===== src/rtl/ser_pkg.sv =====
package ser_pkg;
    localparam int unsigned ADDR_W    = 4;
    localparam int unsigned WORD_W    = 32;
    localparam int unsigned DATA_BITS = 8;
    localparam int unsigned IDX_W     = $clog2(DATA_BITS);
    localparam int unsigned STEP_W    = 16;
    localparam int unsigned SCALE_W   = 12;

    localparam logic [ADDR_W-1:0] OFS_DATA = 4'h0;
    localparam logic [ADDR_W-1:0] OFS_CTRL = 4'h4;
    localparam logic [ADDR_W-1:0] OFS_RATE = 4'h8;

    localparam int unsigned RXV_BIT   = 8;
    localparam int unsigned TXR_BIT   = 9;
    localparam int unsigned MODE_LSB  = 2;
    localparam int unsigned TXOVR_BIT = 7;
    localparam int unsigned RXOVR_BIT = 8;
    localparam int unsigned OVRN_BIT  = 9;
    localparam int unsigned SCALE_LSB = 16;

    typedef struct packed {
        logic       rx_ovr;
        logic       tx_ovr;
        logic [1:0] mode;
    } ctrl_t;

    typedef struct packed {
        logic [SCALE_W-1:0] scale;
        logic [STEP_W-1:0]  step;
    } rate_t;

    typedef enum logic [2:0] {TX_IDLE, TX_WAIT, TX_START, TX_DATA, TX_STOP} tx_state_e;
    typedef enum logic [1:0] {RX_IDLE, RX_START, RX_DATA, RX_STOP} rx_state_e;

    function automatic logic [WORD_W-1:0] pack_ctrl(ctrl_t c, logic ovrn);
        logic [WORD_W-1:0] w;
        w = '0;
        w[MODE_LSB +: 2] = c.mode;
        w[TXOVR_BIT]     = c.tx_ovr;
        w[RXOVR_BIT]     = c.rx_ovr;
        w[OVRN_BIT]      = ovrn;
        return w;
    endfunction

    function automatic logic [WORD_W-1:0] pack_data(logic txr, logic rxv,
                                                    logic [DATA_BITS-1:0] b);
        logic [WORD_W-1:0] w;
        w = '0;
        w[DATA_BITS-1:0] = b;
        w[RXV_BIT]       = rxv;
        w[TXR_BIT]       = txr;
        return w;
    endfunction

    function automatic logic [WORD_W-1:0] pack_rate(rate_t r);
        logic [WORD_W-1:0] w;
        w = '0;
        w[STEP_W-1:0]                 = r.step;
        w[SCALE_LSB +: SCALE_W]       = r.scale;
        return w;
    endfunction
endpackage


===== src/rtl/ser_tx.sv =====
module ser_tx
    import ser_pkg::*;
#(
    parameter int unsigned OVS = 4
) (
    input  logic                 clk,
    input  logic                 rst,
    input  logic                 tick,
    input  logic                 load,
    input  logic [DATA_BITS-1:0] din,
    input  logic                 cts_ok,
    output logic                 ready,
    output logic                 txd
);
    localparam int unsigned CNT_W = $clog2(OVS);
    localparam logic [CNT_W-1:0] CNT_LAST = CNT_W'(OVS - 1);
    localparam logic [IDX_W-1:0] IDX_LAST = IDX_W'(DATA_BITS - 1);

    tx_state_e            st;
    logic [CNT_W-1:0]     cnt;
    logic [IDX_W-1:0]     idx;
    logic [DATA_BITS-1:0] sh;

    always_ff @(posedge clk) begin
        if (rst) begin
            st  <= TX_IDLE;
            txd <= 1'b1;
            cnt <= '0;
            idx <= '0;
            sh  <= '0;
        end else begin
            case (st)
                TX_IDLE: if (load) begin
                    sh <= din;
                    st <= TX_WAIT;
                end
                TX_WAIT: if (tick && cts_ok) begin
                    st  <= TX_START;
                    txd <= 1'b0;
                    cnt <= '0;
                end
                default: if (tick) begin
                    if (cnt == CNT_LAST) begin
                        cnt <= '0;
                        case (st)
                            TX_START: begin
                                st  <= TX_DATA;
                                txd <= sh[0];
                                idx <= '0;
                            end
                            TX_DATA: begin
                                if (idx == IDX_LAST) begin
                                    st  <= TX_STOP;
                                    txd <= 1'b1;
                                end else begin
                                    txd <= sh[1];
                                    sh  <= sh >> 1;
                                    idx <= idx + 1'b1;
                                end
                            end
                            default: st <= TX_IDLE;
                        endcase
                    end else begin
                        cnt <= cnt + 1'b1;
                    end
                end
            endcase
        end
    end

    assign ready = (st == TX_IDLE);
endmodule


===== src/rtl/ser_rx.sv =====
module ser_rx
    import ser_pkg::*;
#(
    parameter int unsigned OVS = 4
) (
    input  logic                 clk,
    input  logic                 rst,
    input  logic                 tick,
    input  logic                 rxd,
    output logic                 done,
    output logic [DATA_BITS-1:0] dout
);
    localparam int unsigned CNT_W = $clog2(OVS);
    localparam logic [CNT_W-1:0] CNT_LAST = CNT_W'(OVS - 1);
    localparam logic [CNT_W-1:0] CNT_HALF = CNT_W'(OVS / 2 - 1);
    localparam logic [IDX_W-1:0] IDX_LAST = IDX_W'(DATA_BITS - 1);

    rx_state_e        st;
    logic [CNT_W-1:0] cnt;
    logic [IDX_W-1:0] idx;
    logic [1:0]       sync;
    logic             rxs;

    assign rxs = sync[1];

    always_ff @(posedge clk) begin
        if (rst) begin
            sync <= 2'b11;
            st   <= RX_IDLE;
            cnt  <= '0;
            idx  <= '0;
            dout <= '0;
            done <= 1'b0;
        end else begin
            sync <= {sync[0], rxd};
            done <= 1'b0;
            if (tick) begin
                case (st)
                    RX_IDLE: if (!rxs) begin
                        st  <= RX_START;
                        cnt <= '0;
                    end
                    RX_START: begin
                        if (cnt == CNT_HALF) begin
                            cnt <= '0;
                            idx <= '0;
                            st  <= rxs ? RX_IDLE : RX_DATA;
                        end else begin
                            cnt <= cnt + 1'b1;
                        end
                    end
                    RX_DATA: begin
                        if (cnt == CNT_LAST) begin
                            cnt  <= '0;
                            dout <= {rxs, dout[DATA_BITS-1:1]};
                            if (idx == IDX_LAST) st <= RX_STOP;
                            else                 idx <= idx + 1'b1;
                        end else begin
                            cnt <= cnt + 1'b1;
                        end
                    end
                    default: begin
                        if (cnt == CNT_LAST) begin
                            cnt  <= '0;
                            done <= rxs;
                            st   <= RX_IDLE;
                        end else begin
                            cnt <= cnt + 1'b1;
                        end
                    end
                endcase
            end
        end
    end
endmodule


===== src/rtl/ser_regs.sv =====
module ser_regs
    import ser_pkg::*;
(
    input  logic                 clk,
    input  logic                 rst,
    input  logic                 bus_valid,
    input  logic                 bus_write,
    input  logic [ADDR_W-1:0]    bus_addr,
    input  logic [WORD_W-1:0]    bus_wdata,
    output logic [WORD_W-1:0]    bus_rdata,
    input  logic                 tx_ready,
    output logic                 tx_load,
    output logic [DATA_BITS-1:0] tx_byte,
    input  logic                 rx_done,
    input  logic [DATA_BITS-1:0] rx_byte,
    output logic [DATA_BITS-1:0] rx_hold,
    output logic                 rx_full,
    output logic                 ovrn,
    output ctrl_t                ctrl,
    output rate_t                rate
);
    logic wr, wr_data, wr_ctrl, wr_rate, rx_ack;
    logic unused_hi;

    assign wr      = bus_valid && bus_write;
    assign wr_data = wr && (bus_addr == OFS_DATA);
    assign wr_ctrl = wr && (bus_addr == OFS_CTRL);
    assign wr_rate = wr && (bus_addr == OFS_RATE);
    assign rx_ack  = wr_data && bus_wdata[RXV_BIT];
    assign tx_load = wr_data && bus_wdata[TXR_BIT] && tx_ready;
    assign tx_byte = bus_wdata[DATA_BITS-1:0];
    assign unused_hi = ^bus_wdata[WORD_W-1:SCALE_LSB+SCALE_W];

    always_ff @(posedge clk) begin
        if (rst) begin
            rx_hold <= '0;
            rx_full <= 1'b0;
            ovrn    <= 1'b0;
            ctrl    <= '0;
            rate    <= '0;
        end else begin
            if (rx_done && (!rx_full || rx_ack)) begin
                rx_hold <= rx_byte;
                rx_full <= 1'b1;
            end else if (rx_ack) begin
                rx_full <= 1'b0;
            end

            if (rx_done && rx_full && !rx_ack) ovrn <= 1'b1;
            else if (wr_ctrl && bus_wdata[OVRN_BIT]) ovrn <= 1'b0;

            if (wr_ctrl) begin
                ctrl.mode   <= bus_wdata[MODE_LSB +: 2];
                ctrl.tx_ovr <= bus_wdata[TXOVR_BIT];
                ctrl.rx_ovr <= bus_wdata[RXOVR_BIT];
            end
            if (wr_rate) begin
                rate.step  <= bus_wdata[STEP_W-1:0];
                rate.scale <= bus_wdata[SCALE_LSB +: SCALE_W];
            end
        end
    end

    always_comb begin
        case (bus_addr)
            OFS_DATA: bus_rdata = pack_data(tx_ready, rx_full, rx_hold);
            OFS_CTRL: bus_rdata = pack_ctrl(ctrl, ovrn);
            OFS_RATE: bus_rdata = pack_rate(rate);
            default:  bus_rdata = '0;
        endcase
    end
endmodule


===== src/rtl/ser_port_core.sv =====
module ser_port_core
    import ser_pkg::*;
#(
    parameter int unsigned OVS = 4
) (
    input  logic                clk,
    input  logic                rst,
    input  logic                bus_valid,
    input  logic                bus_write,
    input  logic [ADDR_W-1:0]   bus_addr,
    input  logic [WORD_W-1:0]   bus_wdata,
    output logic [WORD_W-1:0]   bus_rdata,
    input  logic                bit_tick,
    input  logic                rxd,
    output logic                txd,
    input  logic                cts_n,
    output logic                rts_n,
    output logic [1:0]          if_mode,
    output logic [STEP_W-1:0]   rate_step,
    output logic [SCALE_W-1:0]  rate_scale
);
    logic                 tx_rdy, tx_go, cts_ok;
    logic [DATA_BITS-1:0] tx_dat, rx_dat, rx_hold;
    logic                 rx_fin, rx_full, ovr_flag;
    ctrl_t                ctrl;
    rate_t                rate;

    assign cts_ok     = ctrl.tx_ovr || !cts_n;
    assign rts_n      = !(ctrl.rx_ovr || !rx_full);
    assign if_mode    = ctrl.mode;
    assign rate_step  = rate.step;
    assign rate_scale = rate.scale;

    ser_regs u_regs (
        .clk(clk), .rst(rst),
        .bus_valid(bus_valid), .bus_write(bus_write), .bus_addr(bus_addr),
        .bus_wdata(bus_wdata), .bus_rdata(bus_rdata),
        .tx_ready(tx_rdy), .tx_load(tx_go), .tx_byte(tx_dat),
        .rx_done(rx_fin), .rx_byte(rx_dat), .rx_hold(rx_hold),
        .rx_full(rx_full), .ovrn(ovr_flag), .ctrl(ctrl), .rate(rate)
    );

    ser_tx #(.OVS(OVS)) u_tx (
        .clk(clk), .rst(rst), .tick(bit_tick), .load(tx_go), .din(tx_dat),
        .cts_ok(cts_ok), .ready(tx_rdy), .txd(txd)
    );

    ser_rx #(.OVS(OVS)) u_rx (
        .clk(clk), .rst(rst), .tick(bit_tick), .rxd(rxd),
        .done(rx_fin), .dout(rx_dat)
    );
endmodule


===== config.mk =====
export PLATFORM = sky130hd
export DESIGN_NAME = ser_port_core
export DESIGN_NICKNAME = d
export VERILOG_FILES = /design/src/rtl/ser_pkg.sv /design/src/rtl/ser_tx.sv /design/src/rtl/ser_rx.sv /design/src/rtl/ser_regs.sv /design/src/rtl/ser_port_core.sv
export SDC_FILE = /design/constraint.sdc
export NUM_CORES = 1
export LEC_CHECK = 0
export BUFFER_PORTS_ARGS = -buffer_cell sky130_fd_sc_hd__buf_4
export CAP_MARGIN = 10
export CORE_ASPECT_RATIO = 0.8
export CORE_MARGIN = 1
export CORE_UTILIZATION = 31
export DETAILED_ROUTE_END_ITERATION = 16
export GPL_TIMING_DRIVEN = 0
export SLEW_MARGIN = 25
export SYNTH_ARGS = -nofsm -noshare
export SYNTH_HDL_FRONTEND = slang
export SYNTH_HIERARCHICAL = 1
export SYNTH_SLANG_ARGS = --single-unit

===== constraint.sdc =====
create_clock -name clk -period 3 [get_ports clk]
set_input_delay 0.45 -clock clk [delete_from_list [all_inputs] [get_ports clk]]
set_output_delay 0.45 -clock clk [all_outputs]
set_load 0.02 [all_outputs]

[Word-level counts from Yosys, hierarchy flattened]
Cells that the tools add are included.
Storage, ports and cells
  output and inout bits: 64
  bits in registers: 77
Operators by class
  bitwise gates (word level): 5
  multiplexer cells: 45
  reductions and logical operators: 46
  add/sub/neg operators: 4
  eq/ne operators: 22
Operators with widths (count)
  case mux 28 bit (3 select lines): 1
  2-to-1 mux 8 bit: 5
  2-to-1 mux 3 bit: 9
  2-to-1 mux 2 bit: 12
  case mux 3 bit (2 select lines): 4
  AND reduction 5 bit: 4
  nonzero test 2 bit: 9
  case mux 8 bit (2 select lines): 1
  logical AND 1 bit: 12
  AND reduction 6 bit: 2
  nonzero test 3 bit: 4
  inequality test 2 bit, second input constant: 5
  2-to-1 mux 1 bit: 8
  inequality test 2 x 1 -> 1 bit, second input constant: 4
  case mux 2 bit (2 select lines): 2
  adder 3 x 1 -> 3 bit, second input constant: 2
  == test 2 bit, second input constant: 3
  == test 3 x 2 -> 1 bit, second input constant: 2
  == test 3 bit, second input constant: 2
  case mux 2 bit (3 select lines): 1
  AND reduction 3 bit: 2
  OR reduction 6 bit: 1
  inverter 1 bit: 5
  adder 2 x 1 -> 2 bit, second input constant: 2
  other kinds (13): 20

[Longest topological paths before layout]
  word-level depth: 6
  mapped depth: 10
  depth with buffers taken out: 7

[Cells and area by module]
The synthesis kept the hierarchy.
By module, submodules not included
  ser_regs: area an instance 2070.7 um2, instances 1, cells an instance 248
  ser_tx: area an instance 984.7 um2, instances 1, cells an instance 108
  ser_rx: area an instance 824.5 um2, instances 1, cells an instance 96
  ser_port_core: area an instance 20.0 um2, instances 1, cells an instance 2

[Worst setup path after synthesis]
OpenSTA, ideal clock, no wires.
  kind: input port to flip-flop
  from: in bus_addr[1]
  to: reg u_tx.sh[5]
  stages: 8
  path slack: 0.572 ns
  arrival: 2.340 ns
  required time: 2.912 ns
  buffers on the path: 2
  setup time: 0.088 ns
  cells stage by stage: nor4_2 clkbuf_1 and4_1 or4b_4 o31ai_4 buf_12 nor2_2 a311oi_2
On the way
  longest elaborated chain between the ends: 6
Ends and longest elaborated chain
  start, declared: RTL line ser_port_core.sv:10  | input logic [ADDR_W-1:0] bus_addr,
  logical NOT 4 bit: RTL line ser_regs.sv:26  | assign wr_data = wr && (bus_addr == OFS_DATA);
  logical AND 1 bit: RTL line ser_regs.sv:26
  logical AND 1 bit (2 in a row): RTL line ser_regs.sv:30  | assign tx_load = wr_data && bus_wdata[TXR_BIT] && tx_ready;
  via tx_go: RTL line ser_port_core.sv:22  | logic tx_rdy, tx_go, cts_ok;
  inequality test 2 bit (no line)
  AND reduction 6 bit (no line)
  end signal, assigned: RTL line ser_tx.sv:34  | sh <= din;
  end signal, assigned: RTL line ser_tx.sv:57  | sh <= sh >> 1;
  end, declared: RTL line ser_tx.sv:22  | logic [DATA_BITS-1:0] sh;
The timed path passes the listed nets, and every way through them passes these cells.
A chain may end at the register's enable or synchronous reset.

[Final worst setup path]
Ends and elaborated chain as after synthesis.

==> out/qor.yml <==
drt:
  wire_per_inst_um: 15.09
  ant_nets: 0
  wl_um: 11200
  drtIter0Drc: 335
  drt_first_pass_iters: 5
  avgViaCountPerCell: 5.001
  route.detailed.drc: 0
  vias: 3711
cts:
  ctsHoldBuffers: 0
  clock_latency_ns: 0.33
  h-tree-depth: 3
  clkSinkCount: 77
  postCtsSetupBuffers: 0
  cts_buffer_depth: 2
  cts_tree: "yes"
  cts_resized: 0
  clk_pin_slew_ns: 0.06
  cts-buffers-inserted: 9
  clock-root-buffer: "clkbuf_16"
logic_synthesis:
  syn-instance-count: 454
  ys.flop_type: "dfxtp_1"
  synth-seq-area-share_pct: 39.53
  synth-edff-count: 0
  syn_area_per_cell_um2: 8.590
  synth.distinct_cells: 61
  synth_async_sr_flop_share_pct: 0
  syn_area_mm2: 0.003900
  yosysWarnings: 6
  ys_ff_latch: 77
placed_design:
  dp_cells: 726
  routabilityCongestion: 0.7810
  port_buffers: 98
  dp_slack_ns: -0.1440
  place_hpwl_um: 8457
sta:
  setup_ws_ns: 0.2493
  slew_viol_final: 0
  final.setup.tns_ns: 0
  tightest_slew_ns: 1.066
  rsz0062_at_grt: "no"
  holdWs_ns: 0.3031
  slew_headroom_pct: 28.75
  fin_worst_skew_ns: 0.007118
  layout_min_cycle_time_ns: 2.751
  period_share_pct: 91.69
  hold_violations: 0
  setup_viol: 0
  max_freq_ghz: 0.3635
final_layout:
  regArea_mm2: 0.001541
  nets: 618
  layout_common_cells: "buf_4, dfxtp_1, a21oi_1, nand2_1, nand3_1"
  syn2layout_area_growth_pct: 32.69
  final_common_cell: "buf_4"
  instances_no_fill: 742
  fill_cells: 1242
  multi_input_area_mm2: 0.002004
  drive_gt1_share_pct: 28.72
  num_antenna_cells: 0
power_and_ir_drop:
  leakagePower_nw: 2.088
  vdd_drop_max_mv: 0.2896
  power_density_mw_per_mm2: 478.0
critical_path:
  worst-path-max-fanout: 10
  crit_required_ns: 3.23
  crit_start: "bus_addr[1]"
  rr_endpoint: "u_tx/sh[5]"
  endpoint: "u_tx/sh[5]"
  crit_arrival_ns: 2.98
  startpoint_type: "input pin"
  crit_slowest_cell: "nor4_2"
  critPathKind: "in2reg"
  cp-end-kind: "register"
  max_stage_delay_ns: 0.60
  reg2reg_slack_ns: 0.41
  cp_cell_sequence: "buf_4 > nor4_2 > clkbuf_2 > and4_1 > or4b_4 > o31ai_4 > buf_12 > nor2_2 > a311oi_2"
  timing.rr.start: "u_tx/st[1]"
  r2r_cells: 10
die:
  pin_count: 107
  die_area_mm2: 0.01304
  start_util_pct: 31.95
  core_mm2: 0.01221
  die_w_um: 127.4
  std_cell_rows: 36
  die_h_um: 102.3
min_path:
  hp-class: "in2reg"
  min_path_cells: 2
run_status:
  status: "complete, no violations"
global_routing:
  grt_pass1_vias: 3631
  grt_antenna_before_repair: 0
  grt.overflow.total: 0
  grt_pass1_wl_um: 18330
  gr-usage-all-layers_pct: 17.84
  grt_max_degree: 15
flow_run:
  max_cap_violations: 0
-- kinds of logic (layout without fill, tap and decap cells) --
family                     count (synthesis)  in the layout  share of synthesized area (%)
muxes                                     14             14                          3.721
other                                      1              4                        0.09615
and+or+nand+nor                          162            162                          23.45
adders and majority gates                  9              9                          2.887
DFF                                       77             77                          39.53
buffers and inverters                     61            175                          9.368
AOI/OAI and AO/OA                        130            130                          20.95
-- where the power goes --
part           switching [mW]  internal [mW]  leakage, nW
Sequential            0.00826           1.04        0.621
Clock                   0.415          0.711        0.152
Combinational           0.176          0.125         1.31
Total                   0.600           1.87         2.09
-- metal layers --
metal	global-route usage [%]	wire length (um)
met5	0	0
met1	24.58	5505
met4	5.037	142
met3	4.084	605
met2	27.91	4943
-- sequential cells by signal (all words and copies together) (netlist names) --
register / flops
u_tx/idx: 3
u_tx/sh: 8
u_rx/idx: 3
u_rx/done: 1
u_regs/ctrl: 4
u_rx/dout: 8
u_regs/ovrn: 1
u_regs/rx_hold: 8
u_rx/sync: 2
u_tx/st: 3
u_regs/rx_full: 1
u_rx/cnt: 2
u_tx/cnt: 2
u_regs/rate: 28
u_rx/st: 2
u_tx/txd: 1
-- layout make-up --
class / instances / area share (%)
multi-input combinational: 319 / 38.73
sequential: 77 / 29.79
timing repair buffer: 98 / 14.22
buffer: 48 / 6.141
clock buffer: 13 / 5.222
tap: 171 / 4.134
inverter: 13 / 0.9429
clock inverter: 3 / 0.8221
-- per-stage QoR --
step           cell area, um^2  utilization (%)  power [mW]
2_1_floorplan             3911                -       1.258
3_3_place_gp              4861            39.82       1.363
3_5_place_dp              4861            39.82       1.368
4_1_cts                   5174            42.38       2.491
5_1_grt                   5175            42.39       2.578
6_report                  5175            42.39       2.474
-- cell usage after synthesis (all sizes together) (6+ instances only) --
cell type,number,area share [%]
nand2b,19,3.0
o21ai,43,5.5
mux2i,13,3.3
a21oi,52,6.7
ha,9,2.9
clkbuf,17,1.6
nand3,35,4.5
nand2,37,3.6
and2,21,3.4
nor2,16,1.9
dfxtp,77,40
a311oi,6,1.7
buf,30,6.3
inv,13,1.3
-- critical path: cells and delay by family --
kind | cells | cell delay, ns
AND/OR/NAND/NOR | 4 | 1.44
AO/OA/AOI/OAI | 2 | 0.37
buffers and inverters | 3 | 0.71
-- how the worst min path moves through the flow --
stage / endpoint / slack (ns) / start
2_1_floorplan: u_rx/sync[1] / 0.39 / u_rx/sync[0]
3_3_place_gp: u_rx/sync[1] / 0.39 / u_rx/sync[0]
3_5_place_dp: u_rx/sync[1] / 0.39 / u_rx/sync[0]
4_1_cts: u_rx/sync[0] / 0.29 / rxd
5_1_grt: u_rx/sync[0] / 0.30 / rxd
6_report: u_rx/sync[0] / 0.30 / rxd
Note: power is estimated with default switching activity, not from simulation.
